### src/rtl/nlk_pkg.sv
package nlk_pkg;
  localparam int unsigned DW_BITS   = 32;
  localparam int unsigned MIN_LANES = 2;
  localparam int unsigned CODE_W    = 3;
  localparam int unsigned BEAT_W    = $clog2(DW_BITS / MIN_LANES);

  typedef logic [CODE_W-1:0] wcode_t;
  typedef logic [BEAT_W-1:0] beat_t;

  localparam wcode_t RESET_CODE = wcode_t'(2);

  function automatic wcode_t clamp_code(wcode_t c, wcode_t maxc);
    return (c > maxc) ? maxc : c;
  endfunction

  function automatic int unsigned lanes_of(wcode_t c);
    return MIN_LANES << c;
  endfunction

  function automatic beat_t last_beat(wcode_t c);
    int unsigned n;
    n = (DW_BITS / MIN_LANES) >> c;
    return beat_t'(n - 1);
  endfunction
endpackage

### src/rtl/nlk_width_reg.sv
module nlk_width_reg
  import nlk_pkg::*;
#(
  parameter int unsigned LANES = 32
) (
  input  logic   clk,
  input  logic   rst_n,
  input  wcode_t cfg_in,
  input  logic   apply,
  output wcode_t active
);
  localparam wcode_t MAX_CODE = wcode_t'($clog2(LANES / MIN_LANES));

  wcode_t shadow;

  always_ff @(posedge clk) begin
    if (!rst_n) begin
      shadow <= RESET_CODE;
      active <= RESET_CODE;
    end else begin
      shadow <= clamp_code(cfg_in, MAX_CODE);
      if (apply) active <= shadow;
    end
  end
endmodule

### src/rtl/nlk_tx.sv
module nlk_tx
  import nlk_pkg::*;
#(
  parameter int unsigned LANES = 32
) (
  input  logic               clk,
  input  logic               rst_n,
  input  wcode_t             cfg_code,
  input  logic               in_valid,
  output logic               in_ready,
  input  logic [DW_BITS-1:0] in_data,
  input  logic               in_ctl,
  input  logic               in_last,
  output logic [LANES-1:0]   lane_out,
  output logic               lane_ctl,
  output logic               lane_vld
);
  logic [DW_BITS-1:0] sh;
  beat_t              cnt;
  logic               busy, ctl_q, in_pkt;
  logic               final_beat, take, apply;
  wcode_t             active;
  logic [LANES-1:0]   lane_en;

  assign final_beat = busy && (cnt == last_beat(active));
  assign in_ready   = !busy || final_beat;
  assign take       = in_valid && in_ready;
  assign apply      = !in_pkt && (!busy || final_beat);

  nlk_width_reg #(.LANES(LANES)) u_wreg (
    .clk(clk), .rst_n(rst_n), .cfg_in(cfg_code), .apply(apply), .active(active)
  );

  for (genvar i = 0; i < int'(LANES); i++) begin : g_lane_en
    assign lane_en[i] = (i < int'(lanes_of(active)));
  end

  always_ff @(posedge clk) begin
    if (!rst_n) begin
      sh     <= '0;
      cnt    <= '0;
      busy   <= 1'b0;
      ctl_q  <= 1'b0;
      in_pkt <= 1'b0;
    end else if (take) begin
      sh     <= in_data;
      cnt    <= '0;
      busy   <= 1'b1;
      ctl_q  <= in_ctl;
      in_pkt <= !in_last;
    end else if (busy) begin
      if (final_beat) begin
        busy <= 1'b0;
      end else begin
        sh  <= sh >> lanes_of(active);
        cnt <= cnt + beat_t'(1);
      end
    end
  end

  assign lane_out = busy ? (sh[LANES-1:0] & lane_en) : '0;
  assign lane_ctl = busy & ctl_q;
  assign lane_vld = busy;


  start_next_chk: assert property (@(posedge clk) disable iff (!rst_n)
    (in_valid && in_ready) |=> lane_vld);

  input_hold_chk: assert property (@(posedge clk) disable iff (!rst_n)
    (in_valid && !in_ready) |=> (in_valid && $stable(in_data) && $stable(in_ctl)));

  mid_dword_stall_chk: assert property (@(posedge clk) disable iff (!rst_n)
    (lane_vld && !final_beat) |-> !in_ready);

  tx_width_hold_chk: assert property (@(posedge clk) disable iff (!rst_n)
    in_pkt |=> $stable(active));

  ctl_stable_chk: assert property (@(posedge clk) disable iff (!rst_n)
    (lane_vld && $past(lane_vld) && !$past(final_beat)) |-> $stable(lane_ctl));
endmodule

### src/rtl/nlk_rx.sv
module nlk_rx
  import nlk_pkg::*;
#(
  parameter int unsigned LANES = 32
) (
  input  logic               clk,
  input  logic               rst_n,
  input  wcode_t             cfg_code,
  input  logic [LANES-1:0]   lane_in,
  input  logic               lane_ctl_in,
  input  logic               lane_vld_in,
  output logic               out_valid,
  output logic [DW_BITS-1:0] out_data,
  output logic               out_ctl
);
  beat_t              cnt;
  logic [DW_BITS-1:0] acc, bits;
  logic               ctl_q, apply;
  wcode_t             active;
  logic [LANES-1:0]   lane_en;

  assign apply = (cnt == '0) && !lane_vld_in;

  nlk_width_reg #(.LANES(LANES)) u_wreg (
    .clk(clk), .rst_n(rst_n), .cfg_in(cfg_code), .apply(apply), .active(active)
  );

  for (genvar i = 0; i < int'(LANES); i++) begin : g_lane_en
    assign lane_en[i] = (i < int'(lanes_of(active)));
  end

  assign bits = DW_BITS'(lane_in & lane_en) << (int'(cnt) * int'(lanes_of(active)));

  always_ff @(posedge clk) begin
    if (!rst_n) begin
      cnt       <= '0;
      acc       <= '0;
      ctl_q     <= 1'b0;
      out_valid <= 1'b0;
      out_data  <= '0;
      out_ctl   <= 1'b0;
    end else begin
      out_valid <= 1'b0;
      if (lane_vld_in) begin
        if (cnt == last_beat(active)) begin
          out_valid <= 1'b1;
          out_data  <= acc | bits;
          out_ctl   <= (cnt == '0) ? lane_ctl_in : ctl_q;
          acc       <= '0;
          cnt       <= '0;
        end else begin
          acc <= acc | bits;
          cnt <= cnt + beat_t'(1);
          if (cnt == '0) ctl_q <= lane_ctl_in;
        end
      end
    end
  end


  rx_pulse_chk: assert property (@(posedge clk) disable iff (!rst_n)
    out_valid |-> $past(lane_vld_in));

  rx_width_hold_chk: assert property (@(posedge clk) disable iff (!rst_n)
    (cnt != '0) |=> $stable(active));
endmodule

### src/rtl/narrow_link_codec.sv
module narrow_link_codec
  import nlk_pkg::*;
#(
  parameter int unsigned LANES = 32
) (
  input  logic             clk,
  input  logic             rst_n,
  input  logic [2:0]       tx_width_cfg,
  input  logic             tx_in_valid,
  output logic             tx_in_ready,
  input  logic [31:0]      tx_in_data,
  input  logic             tx_in_ctl,
  input  logic             tx_in_last,
  output logic [LANES-1:0] lane_out,
  output logic             lane_ctl_out,
  output logic             lane_vld_out,
  input  logic [2:0]       rx_width_cfg,
  input  logic [LANES-1:0] lane_in,
  input  logic             lane_ctl_in,
  input  logic             lane_vld_in,
  output logic             rx_out_valid,
  output logic [31:0]      rx_out_data,
  output logic             rx_out_ctl
);
  nlk_tx #(.LANES(LANES)) u_tx (
    .clk(clk), .rst_n(rst_n), .cfg_code(tx_width_cfg),
    .in_valid(tx_in_valid), .in_ready(tx_in_ready), .in_data(tx_in_data),
    .in_ctl(tx_in_ctl), .in_last(tx_in_last),
    .lane_out(lane_out), .lane_ctl(lane_ctl_out), .lane_vld(lane_vld_out)
  );

  nlk_rx #(.LANES(LANES)) u_rx (
    .clk(clk), .rst_n(rst_n), .cfg_code(rx_width_cfg),
    .lane_in(lane_in), .lane_ctl_in(lane_ctl_in), .lane_vld_in(lane_vld_in),
    .out_valid(rx_out_valid), .out_data(rx_out_data), .out_ctl(rx_out_ctl)
  );


  idle_quiet_chk: assert property (@(posedge clk) disable iff (!rst_n)
    !lane_vld_out |-> (lane_out == '0 && !lane_ctl_out));
endmodule

### config.mk
export PLATFORM = sky130hd
export DESIGN_NAME = narrow_link_codec
export DESIGN_NICKNAME = d
export VERILOG_FILES = /design/src/rtl/nlk_pkg.sv /design/src/rtl/nlk_width_reg.sv /design/src/rtl/nlk_tx.sv /design/src/rtl/nlk_rx.sv /design/src/rtl/narrow_link_codec.sv
export SDC_FILE = /design/constraint.sdc
export NUM_CORES = 1
export LEC_CHECK = 0
export ABC_AREA = 1
export BUFFER_PORTS_ARGS = -buffer_cell sky130_fd_sc_hd__buf_2
export CAP_MARGIN = 20
export CORE_MARGIN = 4
export CORE_UTILIZATION = 50
export CTS_BUF_LIST = sky130_fd_sc_hd__clkbuf_4
export CTS_CLUSTER_SIZE = 30
export DETAILED_ROUTE_END_ITERATION = 10
export GPL_ROUTABILITY_DRIVEN = 0
export MAX_ROUTING_LAYER = met4
export PLACE_DENSITY = 0.72
export SLEW_MARGIN = 0
export SYNTH_ARGS = -nofsm -noshare
export SYNTH_HDL_FRONTEND = slang
export SYNTH_SLANG_ARGS = --single-unit
### constraint.sdc
create_clock -name clk -period 5 [get_ports clk]
set_input_delay 1.25 -clock clk [delete_from_list [all_inputs] [get_ports clk]]
set_output_delay 1.25 -clock clk [all_outputs]
set_load 0.005 [all_outputs]
==> flow_summary.toml <==
[status]
status = "finished clean"

[critical_path]
reg2reg_slack_ps = 390
timing.rr.start = "u_rx.u_wreg.active[0]"
crit_top_cell = "nand2_1"
critPathKind = "reg2reg"
crit_buf_inv = 6
regToRegEndpoint = "u_rx.acc[31]"
path_max_fanout = 13
worstSetupStartpointType = "register"
path_delay_family = "simple AND/OR/NAND/NOR gates"
cp.arrival_ps = 5110
critical_path_required_ps = 5500
critPathMaxStageDelay_ps = 530
worstRegToRegCells = 30
end_kind = "register"
crit_slowest_cell = "fa_1"

[die]
fp-row-count = 48
die_h_um = 140.7
fp.dieArea_um2 = 19780
pin_count = 146
initial_utilization_pct = 50.87
core_um2 = 17300
die_x_um = 140.7

[final_layout]
fillCellCount = 1732
fin_util_pct = 57.62
drive_above_1_share_pct = 17.75
seq_area_um2 = 2442
multi_input_area_um2 = 5361
diodes = 0
nets = 1601
area_growth_pct = 13.28

[routing]
dr.pass1.iters = 8
ant_nets = 0
drc = 0
via_per_inst = 5.548
num_vias = 9532
drt_iter0_drc = 1051
wire_per_inst_um = 15.67
finalWirelength_um = 26920

[synthesis]
ys_seq_elements = 122
synth_edf_count = 0
ys_warn_count = 0
syn-num-nets = 1487
synthCells = 1366
ys_async_sr_fraction_pct = 0
synth_flop_cell = "dfxtp_1"
syn_area_um2 = 8798
ys_types = 55
synth_area_per_cell_um2 = 6.441
ys_seq_area_share_pct = 27.76

[timing]
fmax_ghz = 0.2170
grt_setup_unrepaired = "false"
setup_viol = 0
max-slew-margin-rel_pct = 37.51
hold_viol = 0
period_needed_ps = 4609
drv_slew = 0
period_share_pct = 92.17
clock_skew_ps = 22.23
worst_pin_slew_ps = 931.6
setup_tns_ps = 0

[clocking]
clk_latency_ps = 570
cts_sinks = 122
cts_tree = "built"
cts_inserted_buffers = 17
cts-root-buf = "clkbuf_4"
htree_num_levels = 4
max-clock-path-buffers = 2
cts-hold-fix-buffers = 0
path_clk_slew_ps = 120

[hold_path]
whs_endpoint = "u_rx.out_data[29]"
worst_hold_path.num_cells = 2
hp-start = "u_rx.out_data[29]"
min_path_type = "reg2reg"

[place]
dp_hpwl_um = 19630
io_buffers = 145

[run]
drv_cap = 0

[global_route]
antenna_found_initial = 0
grt_pass1_wl_um = 43430
grt_use_total_pct = 27.45
grt_pass1_vias = 8921
grt_max_degree = 52
grt_overflow = 0

[power_and_ir_drop]
p_leak_nw = 4.992
power_density_nw_per_um2 = 261.1
ir_drop_mv = 0.1954
sequential cells by signal, summed over array words and instances, names as in the netlist, 3 cells and up:
name / flops
u_rx.u_wreg.active: 3
u_tx.u_wreg.shadow: 3
u_rx.u_wreg.shadow: 3
u_rx.out_data: 32
u_tx.u_wreg.active: 3
u_tx.sh: 32
u_rx.acc: 32
u_rx.cnt: 4
u_tx.cnt: 4
kinds of logic (layout without fill, tap and decap cells):
family,count (synthesis),in the layout,synth area share (%)
AOI/OAI and AO/OA,283,283,19.45
DFF,122,122,27.76
muxes,3,3,0.3413
and+or+nand+nor,644,648,32.31
buffers and inverters,263,386,12.16
adders and majority gates,44,44,7.281
xor gates and xnor gates,7,7,0.6968
area by class of cell:
cell class                      instances  share of cell area, %
Timing Repair Buffer                  164                  8.838
Inverter                              190                  7.206
Multi-Input combinational cell        985                  53.79
Clock buffer                           18                  1.356
Clock inverter                         14                  1.481
Tap cell                              225                  2.825
Sequential cell                       122                  24.50
synthesized netlist by cell type, types with 23 or more instances:
| cell | instances | share of area (%) |
|---|---|---|
| a21oi_1 | 45 | 2.6 |
| o21ai_0 | 123 | 7.0 |
| inv_1 | 173 | 7.4 |
| nor2_1 | 108 | 4.6 |
| dfxtp_1 | 122 | 28 |
| ha_1 | 32 | 4.6 |
| nor3_1 | 33 | 1.9 |
| clkbuf_1 | 34 | 1.5 |
| a221oi_1 | 23 | 2.3 |
| nand4_1 | 25 | 1.8 |
| buf_2 | 28 | 1.6 |
| nand3_1 | 62 | 3.5 |
| nand2_1 | 362 | 15 |
placed cells by master (no fill, tap or decap), drive strengths merged, types with 23 or more instances in the layout:
master,n
nor2,121
nand4,26
buf,164
a21oi,50
nand2,381
nand3,70
inv,187
nor3,33
a221oi,23
dfxtp,122
ha,32
o21ai,135
how the worst max path moves through the flow:
stage | start | end | slack [ps] | cells past startpoint
final | u_rx.u_wreg.active[0] | u_rx.acc[31] | 390 | 30
after global placement | u_rx.u_wreg.active[0] | u_rx.out_data[20] | 440 | 29
after floorplan | u_rx.u_wreg.active[2] | u_rx.acc[30] | 910 | 30
after CTS | u_rx.u_wreg.active[0] | u_rx.acc[24] | 260 | 29
after global routing | u_rx.u_wreg.active[0] | u_rx.out_data[20] | 20 | 28
after detailed placement | u_rx.u_wreg.active[0] | u_rx.acc[24] | 310 | 29
power breakdown:
group / switching, W / leakage, nW / internal (W)
combinational: 0.000542 / 3.84 / 0.000264
clock: 0.000413 / 0.154 / 0.000304
sequential: 0.0000404 / 0.998 / 0.00104
total: 0.000995 / 4.99 / 0.00161
repair_timing:
item / CTS / global route
setup endpoints to repair: 0 / 60
buffers inserted: 0 / 4
gates resized for setup: 0 / 5
metal layers:
layer | vias up | part of all wire, % | GRT usage, % | routed length [µm]
li1 | 4708 | - | - | -
met5 | - | 0 | - | 0
met2 | 418 | 47 | 44.20 | 12540
met1 | 4322 | 42 | 34.14 | 11410
met3 | 84 | 7.7 | 5.970 | 2086
met4 | 0 | 3.3 | 9.740 | 881
per-stage QoR:
| step | hold WS [ps] | setup slack [ps] | std cells | cell area [µm²] | total power, W |
|---|---|---|---|---|---|
| final | 461.9 | 391.4 | 1718 | 9967 | 0.002602 |
| after floorplan | 419.2 | 910.4 | 1366 | 8798 | 0.001660 |
| after detailed placement | 433.4 | 309.7 | 1678 | 9577 | 0.001879 |
| after global placement | 436.5 | 436.1 | 1678 | 9577 | 0.001875 |
| after global routing | 473.9 | 16.14 | 1718 | 9967 | 0.002754 |
| after CTS | 461.3 | 263.6 | 1710 | 9859 | 0.002585 |
worst reg2reg max path: cells and delay by family, from the launching register on:
kind	cells	cell delay (ps)
flops	1	370
compound gates	1	140
simple gates	19	1870
buf+inv	6	540
fa+ha+maj	4	1660
(Power assumes the default switching activity.)
